### src/rtl/period_fit_pkg.sv
package period_fit_pkg;

  typedef enum logic [1:0] {
    RND_NEAR  = 2'd0,
    RND_UP    = 2'd1,
    RND_DOWN  = 2'd2,
    RND_NEARB = 2'd3
  } rnd_e;

  typedef enum logic [1:0] {
    ST_IDLE = 2'd0,
    ST_SCAN = 2'd1,
    ST_FIN  = 2'd2
  } st_e;

endpackage

### src/rtl/pf_candidate.sv
// Picks one table entry by index and scales it by a power of two.
module pf_candidate #(
  parameter int PER_W  = 20,
  parameter int NCLK   = 4,
  parameter int NSHIFT = 4,
  localparam int CI_W  = (NCLK > 1) ? $clog2(NCLK) : 1,
  localparam int SH_W  = (NSHIFT > 1) ? $clog2(NSHIFT) : 1,
  localparam int CW    = PER_W + NSHIFT - 1
) (
  input  logic [NCLK*PER_W-1:0] tab_i,
  input  logic [CI_W-1:0]       ci_i,
  input  logic [SH_W-1:0]       sh_i,
  output logic [CW-1:0]         cand_o
);

  logic [PER_W-1:0] ent [NCLK];
  logic [PER_W-1:0] pick;

  for (genvar g = 0; g < NCLK; g++) begin : g_ent
    assign ent[g] = tab_i[g*PER_W +: PER_W];
  end

  always_comb begin
    pick = '0;
    for (int k = 0; k < NCLK; k++) begin
      if (ci_i == CI_W'(k)) pick = ent[k];
    end
  end

  assign cand_o = CW'(pick) << sh_i;

endmodule

### src/rtl/pf_bound.sv
// Tracks one running bound; UPPER selects least-upper or greatest-lower search.
module pf_bound #(
  parameter int CW    = 23,
  parameter int CI_W  = 2,
  parameter int SH_W  = 2,
  parameter bit UPPER = 1'b1
) (
  input  logic            clk_i,
  input  logic            rst_ni,
  input  logic            load_i,
  input  logic [CW-1:0]   load_val_i,
  input  logic [CI_W-1:0] load_ci_i,
  input  logic [SH_W-1:0] load_sh_i,
  input  logic            eval_i,
  input  logic [CW-1:0]   cand_i,
  input  logic [CI_W-1:0] cand_ci_i,
  input  logic [SH_W-1:0] cand_sh_i,
  input  logic [CW-1:0]   tgt_i,
  output logic [CW-1:0]   val_o,
  output logic [CI_W-1:0] ci_o,
  output logic [SH_W-1:0] sh_o
);

  logic            better;
  logic            en;
  logic [CW-1:0]   val_d;
  logic [CI_W-1:0] ci_d;
  logic [SH_W-1:0] sh_d;

  if (UPPER) begin : g_upper
    assign better = (cand_i < val_o) && (cand_i >= tgt_i);
  end else begin : g_lower
    assign better = (cand_i > val_o) && (cand_i <= tgt_i);
  end

  assign en = load_i || (eval_i && better);

  always_comb begin
    if (load_i) begin
      val_d = load_val_i;
      ci_d  = load_ci_i;
      sh_d  = load_sh_i;
    end else begin
      val_d = cand_i;
      ci_d  = cand_ci_i;
      sh_d  = cand_sh_i;
    end
  end

  always_ff @(posedge clk_i or negedge rst_ni) begin
    if (!rst_ni) begin
      val_o <= '0;
      ci_o  <= '0;
      sh_o  <= '0;
    end else if (en) begin
      val_o <= val_d;
      ci_o  <= ci_d;
      sh_o  <= sh_d;
    end
  end

endmodule

### src/rtl/pf_select.sv
// Applies the rounding mode to the two bounds.
module pf_select import period_fit_pkg::*; #(
  parameter int CW   = 23,
  parameter int CI_W = 2,
  parameter int SH_W = 2
) (
  input  rnd_e            mode_i,
  input  logic [CW-1:0]   tgt_i,
  input  logic [CW-1:0]   ub_val_i,
  input  logic [CI_W-1:0] ub_ci_i,
  input  logic [SH_W-1:0] ub_sh_i,
  input  logic [CW-1:0]   lb_val_i,
  input  logic [CI_W-1:0] lb_ci_i,
  input  logic [SH_W-1:0] lb_sh_i,
  output logic [CW-1:0]   per_o,
  output logic [CI_W-1:0] ci_o,
  output logic [SH_W-1:0] sh_o
);

  logic [CW-1:0] gap_up;
  logic [CW-1:0] gap_dn;
  logic          take_ub;

  assign gap_up = ub_val_i - tgt_i;
  assign gap_dn = tgt_i - lb_val_i;

  always_comb begin
    unique case (mode_i)
      RND_UP:   take_ub = 1'b1;
      RND_DOWN: take_ub = 1'b0;
      default:  take_ub = (gap_up < gap_dn);
    endcase
    per_o = take_ub ? ub_val_i : lb_val_i;
    if (per_o == ub_val_i) begin
      ci_o = ub_ci_i;
      sh_o = ub_sh_i;
    end else begin
      ci_o = lb_ci_i;
      sh_o = lb_sh_i;
    end
  end

endmodule

### src/rtl/period_fit.sv
module period_fit import period_fit_pkg::*; #(
  parameter int PER_W  = 20,
  parameter int NCLK   = 4,
  parameter int NSHIFT = 4,
  localparam int CI_W  = (NCLK > 1) ? $clog2(NCLK) : 1,
  localparam int SH_W  = (NSHIFT > 1) ? $clog2(NSHIFT) : 1,
  localparam int CNT_W = $clog2(NCLK + 1),
  localparam int CW    = PER_W + NSHIFT - 1
) (
  input  logic                  clk_i,
  input  logic                  rst_ni,
  input  logic                  start_i,
  input  logic [PER_W-1:0]      req_period_i,
  input  logic [1:0]            round_mode_i,
  input  logic [NCLK*PER_W-1:0] tab_period_i,
  input  logic [CNT_W-1:0]      tab_count_i,
  output logic                  done_o,
  output logic [CW-1:0]         period_o,
  output logic [CI_W-1:0]       clk_sel_o,
  output logic [SH_W-1:0]       div_shift_o
);

  localparam int IDX_W = CI_W + SH_W;
  localparam int NSLOT = 1 << IDX_W;

  st_e                  state_q, state_d;
  logic [IDX_W-1:0]     idx_q, idx_d;
  logic                 accept;

  logic [CNT_W-1:0]     eff_cnt;
  logic [CI_W-1:0]      last_ci;
  logic [CW-1:0]        lo_lim, hi_lim;
  logic [CW-1:0]        req_ext, clamp_a, tgt_d;

  logic [NCLK*PER_W-1:0] tab_q;
  logic [CNT_W-1:0]     cnt_q;
  logic [CW-1:0]        tgt_q;
  rnd_e                 mode_q;

  logic [CI_W-1:0]      slot_ci;
  logic [SH_W-1:0]      slot_sh;
  logic                 slot_ok;
  logic [CW-1:0]        cand;

  logic [CW-1:0]        ub_val, lb_val;
  logic [CI_W-1:0]      ub_ci, lb_ci;
  logic [SH_W-1:0]      ub_sh, lb_sh;

  logic [CW-1:0]        sel_per;
  logic [CI_W-1:0]      sel_ci;
  logic [SH_W-1:0]      sel_sh;
  logic                 res_en;

  assign accept = start_i && (state_q == ST_IDLE);

  // Effective clock count: zero acts as one, excess saturates.
  always_comb begin
    if (tab_count_i == '0)                 eff_cnt = CNT_W'(1);
    else if (tab_count_i > CNT_W'(NCLK))   eff_cnt = CNT_W'(NCLK);
    else                                   eff_cnt = tab_count_i;
  end

  assign last_ci = CI_W'(eff_cnt - CNT_W'(1));

  // Reachable range of the incoming table.
  pf_candidate #(.PER_W(PER_W), .NCLK(NCLK), .NSHIFT(NSHIFT)) u_lo (
    .tab_i (tab_period_i),
    .ci_i  (last_ci),
    .sh_i  ('0),
    .cand_o(lo_lim)
  );

  pf_candidate #(.PER_W(PER_W), .NCLK(NCLK), .NSHIFT(NSHIFT)) u_hi (
    .tab_i (tab_period_i),
    .ci_i  ('0),
    .sh_i  (SH_W'(NSHIFT - 1)),
    .cand_o(hi_lim)
  );

  assign req_ext = CW'(req_period_i);
  assign clamp_a = (req_ext < lo_lim) ? lo_lim : req_ext;
  assign tgt_d   = (clamp_a > hi_lim) ? hi_lim : clamp_a;

  // Input capture, enabled only on an accepted start.
  always_ff @(posedge clk_i or negedge rst_ni) begin
    if (!rst_ni) begin
      tab_q  <= '0;
      cnt_q  <= '0;
      tgt_q  <= '0;
      mode_q <= RND_NEAR;
    end else if (accept) begin
      tab_q  <= tab_period_i;
      cnt_q  <= eff_cnt;
      tgt_q  <= tgt_d;
      mode_q <= rnd_e'(round_mode_i);
    end
  end

  // Slot decode: shift in the upper index bits, clock in the lower.
  assign slot_ci = idx_q[CI_W-1:0];
  assign slot_sh = idx_q[IDX_W-1:CI_W];
  assign slot_ok = (state_q == ST_SCAN) && (CNT_W'(slot_ci) < cnt_q) &&
                   (32'(slot_sh) < NSHIFT);

  pf_candidate #(.PER_W(PER_W), .NCLK(NCLK), .NSHIFT(NSHIFT)) u_scan (
    .tab_i (tab_q),
    .ci_i  (slot_ci),
    .sh_i  (slot_sh),
    .cand_o(cand)
  );

  pf_bound #(.CW(CW), .CI_W(CI_W), .SH_W(SH_W), .UPPER(1'b1)) u_ub (
    .clk_i     (clk_i),
    .rst_ni    (rst_ni),
    .load_i    (accept),
    .load_val_i(hi_lim),
    .load_ci_i ('0),
    .load_sh_i (SH_W'(NSHIFT - 1)),
    .eval_i    (slot_ok),
    .cand_i    (cand),
    .cand_ci_i (slot_ci),
    .cand_sh_i (slot_sh),
    .tgt_i     (tgt_q),
    .val_o     (ub_val),
    .ci_o      (ub_ci),
    .sh_o      (ub_sh)
  );

  pf_bound #(.CW(CW), .CI_W(CI_W), .SH_W(SH_W), .UPPER(1'b0)) u_lb (
    .clk_i     (clk_i),
    .rst_ni    (rst_ni),
    .load_i    (accept),
    .load_val_i(lo_lim),
    .load_ci_i (last_ci),
    .load_sh_i ('0),
    .eval_i    (slot_ok),
    .cand_i    (cand),
    .cand_ci_i (slot_ci),
    .cand_sh_i (slot_sh),
    .tgt_i     (tgt_q),
    .val_o     (lb_val),
    .ci_o      (lb_ci),
    .sh_o      (lb_sh)
  );

  // Sequencer next state.
  always_comb begin
    state_d = state_q;
    idx_d   = idx_q;
    unique case (state_q)
      ST_IDLE: begin
        if (accept) begin
          state_d = ST_SCAN;
          idx_d   = '0;
        end
      end
      ST_SCAN: begin
        idx_d = idx_q + IDX_W'(1);
        if (idx_q == IDX_W'(NSLOT - 1)) state_d = ST_FIN;
      end
      default: state_d = ST_IDLE;
    endcase
  end

  always_ff @(posedge clk_i or negedge rst_ni) begin
    if (!rst_ni) begin
      state_q <= ST_IDLE;
      idx_q   <= '0;
    end else begin
      state_q <= state_d;
      idx_q   <= idx_d;
    end
  end

  pf_select #(.CW(CW), .CI_W(CI_W), .SH_W(SH_W)) u_sel (
    .mode_i  (mode_q),
    .tgt_i   (tgt_q),
    .ub_val_i(ub_val),
    .ub_ci_i (ub_ci),
    .ub_sh_i (ub_sh),
    .lb_val_i(lb_val),
    .lb_ci_i (lb_ci),
    .lb_sh_i (lb_sh),
    .per_o   (sel_per),
    .ci_o    (sel_ci),
    .sh_o    (sel_sh)
  );

  assign res_en = (state_q == ST_FIN);

  always_ff @(posedge clk_i or negedge rst_ni) begin
    if (!rst_ni) begin
      done_o <= 1'b0;
    end else begin
      done_o <= res_en;
    end
  end

  always_ff @(posedge clk_i or negedge rst_ni) begin
    if (!rst_ni) begin
      period_o    <= '0;
      clk_sel_o   <= '0;
      div_shift_o <= '0;
    end else if (res_en) begin
      period_o    <= sel_per;
      clk_sel_o   <= sel_ci;
      div_shift_o <= sel_sh;
    end
  end

endmodule

### config.mk
export PLATFORM = sky130hd
export DESIGN_NAME = period_fit
export DESIGN_NICKNAME = d
export VERILOG_FILES = /design/src/rtl/period_fit_pkg.sv /design/src/rtl/pf_candidate.sv /design/src/rtl/pf_bound.sv /design/src/rtl/pf_select.sv /design/src/rtl/period_fit.sv
export SDC_FILE = /design/constraint.sdc
export NUM_CORES = 1
export LEC_CHECK = 0
export ABC_AREA = 1
export BUFFER_PORTS_ARGS = -buffer_cell sky130_fd_sc_hd__buf_4
export CAP_MARGIN = 25
export CORE_MARGIN = 2
export CORE_UTILIZATION = 45
export DETAILED_ROUTE_END_ITERATION = 6
export SLEW_MARGIN = 20
export SYNTH_ARGS = -nofsm -noshare
export SYNTH_HDL_FRONTEND = slang
export SYNTH_SLANG_ARGS = --single-unit
### constraint.sdc
create_clock -name clk_i -period 5 [get_ports clk_i]
set_clock_uncertainty 0.2 [all_clocks]
set_input_delay 0.25 -clock clk_i [delete_from_list [all_inputs] [get_ports clk_i]]
set_output_delay 0.25 -clock clk_i [all_outputs]
set_load 0.005 [all_outputs]
==> results_dict.tcl <==
set metrics [dict create \
    outcome "complete, no violations" \
    cts_inserted_buffers 17 \
    rr_startpoint "tgt_q[6]$_DFFE_PN0P_" \
    synthesis.instances 2276 \
    cts.htree.levels 4 \
    cp_max_fo 8 \
    n_antenna_cell 0 \
    worst_hold_path.endpoint "tgt_q[0]$_DFFE_PN0P_" \
    floorplan.die_area_mm2 0.0369 \
    dr_total_vias 17100 \
    synth-edff-count 0 \
    worst-path-stages 31 \
    finalMaxSlewViolations 0 \
    avgSynthCellArea_um2 7.00 \
    placementRows 68 \
    final_period_minus_worst_setup_slack_ns 4.81 \
    timing_hold_violations_final 0 \
    ant_nets 0 \
    portBuffers 135 \
    globalRouteTotalUtil_pct 35.1 \
    drt-wirelength-per-cell_um 20.7 \
    finalSetupTns_ns 0 \
    synthDominantAreaCellType "dfrtp_1" \
    globalRoute.totalOverflow 0 \
    whs_path_depth 5 \
    clkTransAtPathRegs_ns 0.08 \
    clk_path_buf_depth 2 \
    count_of_max_cap_constraint_violations 0 \
    timing.reg2reg.setup_slack_ns 0.19 \
    synth.ff_latch_count 196 \
    cts_tree "done" \
    yosysSeqAreaShare_pct 30.8 \
    timing.critical_path.slowest_cell_delay_ns 0.45 \
    critPathSlowestCell "dfrtp_1" \
    grt_pass1_vias 16500 \
    floorplan.die.width_um 192 \
    r2r_cells 31 \
    ys_dominant_reg_cell "dfrtp_1" \
    worst_pin_slew_ns 0.867 \
    worstSetupPathType "flip-flop to flip-flop" \
    tritonroute_pass_1_iters 6 \
    drt_first_iter_violations 1370 \
    pin_count_of_the_biggest_net_entering_global_routing 97 \
    cts_num_sinks 196 \
    rr_endpoint "clk_sel_o[1]$_DFFE_PN0P_" \
    final_common_cell "nand2_1" \
    io_pins 136 \
    critPathTopFamily "simple AND/OR/NAND/NOR gates" \
    min-delay-start "req_period_i[0]" \
    post_synth_main_area_contributors "dfrtp_1 31%, nand2_1 15%, ha_1 14%, o21ai_0 8.1%, inv_1 6.8%" \
    mappedNetlistNets 2565 \
    cp.buffers_inverters 6 \
    most-common-layout-cells "638 x nand2_1, 332 x buf_4, 282 x inv_1" \
    critPathCaptureType "flip-flop" \
    final.period_utilization_pct 96.3 \
    clock.fmax_mhz 208 \
    syn-cell-area_mm2 0.0159 \
    drive_gt1_share_pct 18.6 \
    share_of_async_settable_or_async_resettable_flops_after_synthesis_pct 100 \
    routed_via_density 5.51 \
    crit_required_ns 5.16 \
    placer_congestion 0.963 \
    worst_path_most_repeated_cell "nand2_1" \
    cp_arrival_ns 4.98 \
    final_core_util_pct 59.8 \
    final_nets 2925 \
    cts_root_buffer "clkbuf_16" \
    floorplan.initialDensity_pct 45.9 \
    coreArea_mm2 0.0347 \
    holdCritPathClass "input pin to flip-flop" \
    drt_drc_violations_left 0 \
    dp_cells 2963 \
    clk_latency_ns 0.47 \
    synth_cell_types 51 \
    die_height_um 192 \
    antenna_found_initial 1 \
    areaGrowthSynthToFinish_pct 30.3 \
    timing.slew.headroom_pct 42.2 \
    cp-startpoint "tgt_q[6]$_DFFE_PN0P_" \
    yosys.area.top_type_share_pct 30.8 \
    drt_wl_total_um 64300 \
    finalSetupViolCount 0 \
    synth.yosys.warnings 0 \
    timing.critical_path.from_type "flip-flop" \
    placed_wire_length_estimate_after_detailed_placement_um 51300 \
    grt_first_pass_wirelength_um 96400 \
    layout.cells.non_filler 3104 \
]
tightest hold or removal path, cell delays in order:
cell	delay [ns]
buf_4	0.11
nand2_2	0.05
nand2_2	0.09
nand3_1	0.09
o21ai_1	0.07
routing by layer:
layer | up-vias | GRT usage (%) | part of all wire (%)
li1 | 8286 | - | -
met1 | 7987 | 46.1 | 43
met2 | 696 | 58.2 | 47
met3 | 124 | 4.57 | 6.2
met4 | 0 | 14.0 | 4.3
met5 | - | 0 | 0
sequential cells by signal, summed over array words and instances (netlist names):
signal and cells:
mode_q 2, u_lb.ci_o 2, state_q 2, u_lb.val_o 23
tgt_q 23, div_shift_o 2, u_ub.ci_o 2, clk_sel_o 2
cnt_q 3, period_o 23, u_ub.val_o 23, u_ub.sh_o 2
idx_q 4, tab_q 80, done_o 1, u_lb.sh_o 2
layout make-up:
type | count | area, um2
clock buffers | 17 | 425
clock inverters | 15 | 189
fillers | 3270 | 14000
inverters | 297 | 1140
multi-input cells | 1689 | 9840
flip-flops and latches | 196 | 4910
well taps | 455 | 569
repair buffers | 435 | 3680
timing repair:
item,in CTS,in global routing
hold endpoints to repair,182,0
resized for setup,2,117
hold buffers,84,0
pin swaps,0,29
setup buffers,0,21
cloned,0,4
setup endpoints to repair,20,91
cells by family (layout without fill, tap and decap cells):
family                     Yosys count  after routing  synth area share, %
DFF                                196            196                 30.8
AOI/OAI and AO/OA                  502            502                 17.4
xor gates and xnor gates            43             43                 2.36
adders and majority gates          181            181                 14.3
muxes                                1              1               0.0629
buffers and inverters              391            764                 9.57
and+or+nand+nor                    962            962                 25.5
worst max-delay path by stage:
stage                     slack (ns)                  endpoint
after floorplan                 0.01      tgt_q[7]$_DFFE_PN0P_
after global placement         -0.43     tgt_q[18]$_DFFE_PN0P_
after detailed placement       -0.57     tgt_q[16]$_DFFE_PN0P_
after CTS                       0.02  clk_sel_o[1]$_DFFE_PN0P_
after global routing           -0.09  clk_sel_o[1]$_DFFE_PN0P_
final                           0.19  clk_sel_o[1]$_DFFE_PN0P_
Yosys cell counts, drive strengths merged (13+ instances only):
master  instances
a21oi         130
a22oi          16
a31oi          13
buf            36
clkbuf         58
dfrtp         196
ha            179
inv           294
nand2         654
nand3          93
nand4          61
nor2          104
nor3           26
o21ai         282
o221ai         25
xnor2          14
xor2           29
per-stage QoR:
step	area [um2]	hold slack, ns	setup WS [ns]
6_report	20800	0.0290	0.186
5_1_grt	20800	0.0431	-0.0902
4_1_cts	20200	0.00728	0.0157
3_5_place_dp	18700	0.155	-0.565
3_3_place_gp	18700	0.182	-0.430
2_1_floorplan	15900	-0.246	0.0150
Power is not shown: default switching activity piles up to over one toggle a cycle in this logic, so the estimate is an artifact.
